--- src/rtl/dag_pkg.sv ---
package dag_pkg;
  parameter int unsigned DAG_AW = 32;

  typedef enum logic [1:0] {
    REG_I = 2'd0,
    REG_M = 2'd1,
    REG_L = 2'd2,
    REG_B = 2'd3
  } reg_kind_e;

  typedef struct packed {
    logic [DAG_AW-1:0] idx;
    logic [DAG_AW-1:0] mdf;
    logic [DAG_AW-1:0] len;
    logic [DAG_AW-1:0] base;
  } set_t;
endpackage

--- src/rtl/dag_regfile.sv ---
module dag_regfile
  import dag_pkg::*;
#(
  parameter int unsigned N_SETS = 8,
  localparam int unsigned SW = $clog2(N_SETS)
) (
  input  logic              clk_i,
  input  logic              rst_ni,
  input  logic              wr_en_i,
  input  logic              wr_bank_i,
  input  logic [SW-1:0]     wr_set_i,
  input  logic [1:0]        wr_kind_i,
  input  logic [DAG_AW-1:0] wr_data_i,
  input  logic              rd_bank_i,
  input  logic [SW-1:0]     rd_set_i,
  output set_t              rd_o,
  input  logic              upd_en_i,
  input  logic [DAG_AW-1:0] upd_idx_i
);
  set_t regs_q [2][N_SETS];

  always_ff @(posedge clk_i or negedge rst_ni) begin
    if (!rst_ni) begin
      for (int b = 0; b < 2; b++)
        for (int s = 0; s < N_SETS; s++)
          regs_q[b][s] <= '0;
    end else begin
      for (int b = 0; b < 2; b++) begin
        for (int s = 0; s < N_SETS; s++) begin
          // explicit write beats post-modify update on the index
          if (wr_en_i && wr_bank_i == 1'(b) && wr_set_i == SW'(s)) begin
            unique case (reg_kind_e'(wr_kind_i))
              REG_I: regs_q[b][s].idx  <= wr_data_i;
              REG_M: regs_q[b][s].mdf  <= wr_data_i;
              REG_L: regs_q[b][s].len  <= wr_data_i;
              REG_B: regs_q[b][s].base <= wr_data_i;
              default: ;
            endcase
          end
          if (upd_en_i && rd_bank_i == 1'(b) && rd_set_i == SW'(s) &&
              !(wr_en_i && wr_bank_i == 1'(b) && wr_set_i == SW'(s) &&
                reg_kind_e'(wr_kind_i) == REG_I))
            regs_q[b][s].idx <= upd_idx_i;
        end
      end
    end
  end

  assign rd_o = regs_q[rd_bank_i][rd_set_i];

  p_write_wins_r11: assert property (@(posedge clk_i) disable iff (!rst_ni)
    (wr_en_i && wr_kind_i == 2'd0 && upd_en_i &&
     wr_bank_i == rd_bank_i && wr_set_i == rd_set_i)
    |=> regs_q[$past(wr_bank_i)][$past(wr_set_i)].idx == $past(wr_data_i));

  p_no_update_keeps_idx_r5: assert property (@(posedge clk_i) disable iff (!rst_ni)
    (!upd_en_i && !wr_en_i)
    |=> regs_q[$past(rd_bank_i)][$past(rd_set_i)].idx == $past(rd_o.idx));
endmodule

--- src/rtl/dag_update.sv ---
module dag_update
  import dag_pkg::*;
#(
  parameter int unsigned BREV_W = 8,
  localparam int unsigned RW = (BREV_W >= DAG_AW) ? DAG_AW : BREV_W
) (
  input  set_t              cur_i,
  input  logic [DAG_AW-1:0] step_i,
  input  logic              brev_i,
  output logic [DAG_AW-1:0] next_o,
  output logic [DAG_AW-1:0] off_o
);
  logic [DAG_AW-1:0] sum, lim, circ, rev_next;
  logic [RW-1:0]     ri, rm, rs, rs_back;

  assign sum   = cur_i.idx + step_i;
  assign off_o = sum;
  assign lim   = cur_i.base + cur_i.len;

  always_comb begin
    circ = sum;
    if (cur_i.len != '0) begin
      if (sum >= lim)            circ = sum - cur_i.len;
      else if (sum < cur_i.base) circ = sum + cur_i.len;
    end
  end

  always_comb begin
    for (int k = 0; k < RW; k++) begin
      ri[k] = cur_i.idx[RW-1-k];
      rm[k] = step_i[RW-1-k];
    end
    rs = ri + rm;
    for (int k = 0; k < RW; k++) rs_back[k] = rs[RW-1-k];
  end

  generate
    if (RW < DAG_AW) begin : g_part
      assign rev_next = {cur_i.idx[DAG_AW-1:RW], rs_back};
    end else begin : g_full
      assign rev_next = rs_back;
    end
  endgenerate

  assign next_o = brev_i ? rev_next : circ;
endmodule

--- src/rtl/dag_top.sv ---
module dag_top
  import dag_pkg::*;
#(
  parameter int unsigned N_SETS = 8,
  parameter int unsigned BREV_W = 8,
  localparam int unsigned SW = $clog2(N_SETS)
) (
  input  logic              clk_i,
  input  logic              rst_ni,
  input  logic              wr_en_i,
  input  logic              wr_bank_i,
  input  logic [SW-1:0]     wr_set_i,
  input  logic [1:0]        wr_kind_i,
  input  logic [DAG_AW-1:0] wr_data_i,
  input  logic              alt_sel_i,
  input  logic              req_valid_i,
  input  logic [SW-1:0]     req_set_i,
  input  logic              req_pre_i,
  input  logic              req_use_imm_i,
  input  logic [DAG_AW-1:0] req_imm_i,
  input  logic              req_brev_i,
  output logic [DAG_AW-1:0] addr_o,
  output logic              addr_valid_o
);
  set_t              cur;
  logic [DAG_AW-1:0] step, next_idx, off_addr;
  logic              post_upd;

  assign step     = req_use_imm_i ? req_imm_i : cur.mdf;
  assign post_upd = req_valid_i && !req_pre_i;

  dag_regfile #(.N_SETS(N_SETS)) u_rf (
    .clk_i     (clk_i),
    .rst_ni    (rst_ni),
    .wr_en_i   (wr_en_i),
    .wr_bank_i (wr_bank_i),
    .wr_set_i  (wr_set_i),
    .wr_kind_i (wr_kind_i),
    .wr_data_i (wr_data_i),
    .rd_bank_i (alt_sel_i),
    .rd_set_i  (req_set_i),
    .rd_o      (cur),
    .upd_en_i  (post_upd),
    .upd_idx_i (next_idx)
  );

  dag_update #(.BREV_W(BREV_W)) u_upd (
    .cur_i  (cur),
    .step_i (step),
    .brev_i (req_brev_i),
    .next_o (next_idx),
    .off_o  (off_addr)
  );

  always_ff @(posedge clk_i or negedge rst_ni) begin
    if (!rst_ni) begin
      addr_o       <= '0;
      addr_valid_o <= 1'b0;
    end else begin
      addr_valid_o <= req_valid_i;
      if (req_valid_i) addr_o <= req_pre_i ? off_addr : cur.idx;
    end
  end

  p_valid_follows_req_r12: assert property (@(posedge clk_i) disable iff (!rst_ni)
    req_valid_i |=> addr_valid_o);

  p_idle_no_valid_r12: assert property (@(posedge clk_i) disable iff (!rst_ni)
    !req_valid_i |=> !addr_valid_o);

  p_post_addr_is_index_r3: assert property (@(posedge clk_i) disable iff (!rst_ni)
    post_upd |=> addr_o == $past(cur.idx));
endmodule

--- config.mk ---
export PLATFORM = sky130hd
export DESIGN_NAME = dag_top
export DESIGN_NICKNAME = d
export VERILOG_FILES = /design/src/rtl/dag_pkg.sv /design/src/rtl/dag_regfile.sv /design/src/rtl/dag_update.sv /design/src/rtl/dag_top.sv
export SDC_FILE = /design/constraint.sdc
export NUM_CORES = 2
export LEC_CHECK = 0
export BUFFER_PORTS_ARGS = -buffer_cell sky130_fd_sc_hd__buf_2
export CAP_MARGIN = 25
export CORE_UTILIZATION = 30
export DETAILED_ROUTE_END_ITERATION = 6
export GPL_TIMING_DRIVEN = 0
export PLACE_DENSITY = 0.54
export SLEW_MARGIN = 20
export SYNTH_ARGS = -nofsm -noshare
export SYNTH_HDL_FRONTEND = slang
export SYNTH_SLANG_ARGS = --single-unit
--- constraint.sdc ---
create_clock -name clk_i -period 9.1 [get_ports clk_i]
set_clock_uncertainty 0.2 [all_clocks]
set_input_delay 0.455 -clock clk_i [delete_from_list [all_inputs] [get_ports clk_i]]
set_output_delay 0.455 -clock clk_i [all_outputs]
set_load 0.005 [all_outputs]
==> flow_summary.yaml <==
logic_synthesis:
  yosysSeqAreaShare: 0.4872
  synth_area_sq_mm: 0.1069
  synth_cells: 8324
  synthArstFlopShare: 1.000
  yosys_warnings: 0
  synthDistinctLibCells: 86
  synth_edf_count: 0
  synth.avg_cell_area_sq_um: 12.84
  synth_ff_type: "dfrtp_1"
  synth_fp_nets: 8599
  ys_ff_latch: 2081
detailed_routing:
  via_count: 79800
  vias_per_cell: 5.788
  wl_um: 484800
  drc_errors: 0
  ant_nets: 0
  drt_pass1_iterations: 6
  detail_route.wl_per_cell_um: 35.17
  drtIter0Drc: 8789
grt:
  antenna_found_initial: 61
  grt_max_degree: 145
  overflow: 0
  grt_usage: 0.2660
  grt_pass1_wl_um: 664300
  grt_pass1_vias: 80710
pwr:
  p_comb_frac: 0.479
  total_power_mw: 43.08
  p_sw_frac: 0.4200
  powerDensity_mw_per_mm2: 339.7
  clkPwrFrac: 0.231
  power.internal_mw: 24.99
  switching_power_mw: 18.10
  ir_drop_v: 0.0004070
  seq_power_share: 0.290
  leakage_nw: 55.71
final_layout:
  seqCellArea_sq_mm: 0.05207
  layout-drive-gt1-share: 0.3685
  fillers: 34350
  multi_input_area_sq_mm: 0.05264
  layout_commonest_cell: "dfrtp_1"
  areaGrowthSynthToFinish_pct: 18.67
  mostFrequentLayoutCells: "2081 x dfrtp_1, 1572 x mux2_2, 634 x mux4_2, 490 x clkbuf_1, 486 x a21oi_1"
  nNetsFinal: 9115
  stdcell_area_sq_mm: 0.1268
setup_path:
  r2r_setup_slack_ps: 730
  cp-start-kind: "primary input"
  cp_top_family: "buffers and inverters"
  cpMaxStageDelayCell: "or4_1"
  crit_buf_inv: 14
  max_stage_delay_ps: 580
  path_class: "primary input to register"
  reg2reg_depth: 28
  timing.rr.start: "u_rf.regs_q[1088]"
  required_ps: 9680
  r2r_end: "u_rf.regs_q[1011]"
  worst_ep_arrival_time_ps: 9610
  crit_fanout: 13
  cp-end-kind: "register"
die:
  core_region_area_sq_mm: 0.3535
  io_pins: 114
  dieArea_sq_mm: 0.3587
  core.rowCount: 218
  die_width_um: 598.9
  floorplan.die.height_um: 598.9
  start_util: 0.3024
timing:
  maxSlewViolCount: 0
  slew_headroom: 0.2211
  worst_slew_pin_slew_ps: 1164
  report.final.setup_viol: 0
  fin_crit_sh: 0.9921
  min_period_ps: 9028
  hold_viol_final: 0
  max_freq_mhz: 110.8
clocking:
  cts_max_level: 4
  cts_tree: "done"
  cts_buffer_depth: 4
  clock-sinks: 2081
  path_clk_slew_ps: 60
  clkLatencyLatePin_ps: 980
  cts_root_buf: "clkbuf_16"
  cts_buffers: 232
placement:
  port_buffers: 72
  placed_area_sq_mm: 0.1150
  dpl.hpwl_um: 368400
  gp_congestion: 0.9780
min_path:
  hold_path_depth: 3
  worstHoldPathType: "primary input to register"
  hp-start: "wr_data_i[25]"
  whs_endpoint: "u_rf.regs_q[345]"
job:
  cap_violations: 0
run_status:
  status: "complete, no violations"
[routing by layer]
metal / GRT usage / share of wire
met1: 0.3329 / 0.39
met5: 0 / 0.00028
met3: 0.06378 / 0.082
met2: 0.4273 / 0.47
met4: 0.1375 / 0.058
[power groups by stage]
stage               registers (mW)  logic (mW)  clock network (mW)
global route                  12.7        21.6                10.4
global placement              12.5        16.7                   0
CTS                           12.4        19.6                10.1
finish                        12.5        20.6                9.95
floorplan                     12.1        10.6                   0
detailed placement            12.6        17.1                   0
[worst max path at each step]
stage | from | to | slack, ps | cells past startpoint
floorplan | req_set_i[0] | u_rf.regs_q[1020] | 30 | 43
global placement | rst_ni | u_rf.regs_q[614] | -38900 | 1
detailed placement | req_set_i[1] | u_rf.regs_q[1657] | -6890 | 43
CTS | req_set_i[0] | u_rf.regs_q[868] | -30 | 42
global route | req_set_i[0] | u_rf.regs_q[1127] | -50 | 39
finish | req_set_i[2] | u_rf.regs_q[1148] | 70 | 41
[layout make-up]
class | instances | area share
well taps | 4730 | 0.04666
diodes | 35 | 0.0006905
flip-flops and latches | 2081 | 0.4106
multi-input cells | 5330 | 0.4150
clock buffers | 321 | 0.05227
inverters | 120 | 0.003561
plain buffers | 774 | 0.03612
repair buffers | 301 | 0.02506
clock inverters | 94 | 0.01006
[tightest hold or removal path: cells and delay by family]
family / cells / cell delay [ps]
multiplexers: 1 / 270
buffers and inverters: 2 / 400
[through the flow]
step           hold WS (ps)  setup TNS, ps  cells  worst slack (ps)  utilization
2_1_floorplan        -40.59              0   8324             29.50            -
3_3_place_gp          280.0              -  13130            -38900       0.3208
3_5_place_dp          226.0       -3162030  13200             -6887       0.3253
4_1_cts               1.416         -98.91  13700            -26.66       0.3563
5_1_grt               22.24         -665.3  13760            -48.75       0.3586
6_report              17.68              0  13790             71.56       0.3588
[kinds of logic after synthesis]
kind of cell    count (synthesis)  share of synthesized area
fa+ha+maj                     195                    0.02315
simple gates                 1123                    0.04652
flops                        2081                     0.4872
xor+xnor                       82                   0.006719
buf+inv                       913                    0.03437
mux                          2266                     0.3049
compound gates               1664                    0.09719
[repair_timing]
action | 4_1_cts | 5_1_grt
gates cloned | 0 | 2
buffers inserted | 79 | 49
hold buffers | 26 | 0
resized for setup | 442 | 96
pin swaps | 45 | 36
setup endpoints to repair | 528 | 511
endpoints found under the hold margin | 495 | 0
[state kept, by name, summed over array words and instances, names as in the netlist]
signal	cells
addr_o	32
u_rf.regs_q	2048
addr_valid_o	1
[cells in the mapped netlist (118+ instances only)]
master	n	area share
a22oi_1	159	0.011
inv_1	118	0.0041
a21o_1	173	0.012
dfrtp_1	2081	0.49
a21oi_1	505	0.024
ha_1	189	0.022
mux4_2	634	0.13
clkbuf_1	578	0.020
nor2_1	394	0.014
nand2_1	360	0.013
mux2_2	1576	0.17
o21ai_0	391	0.018
Note: power is estimated with default switching activity, not from simulation.
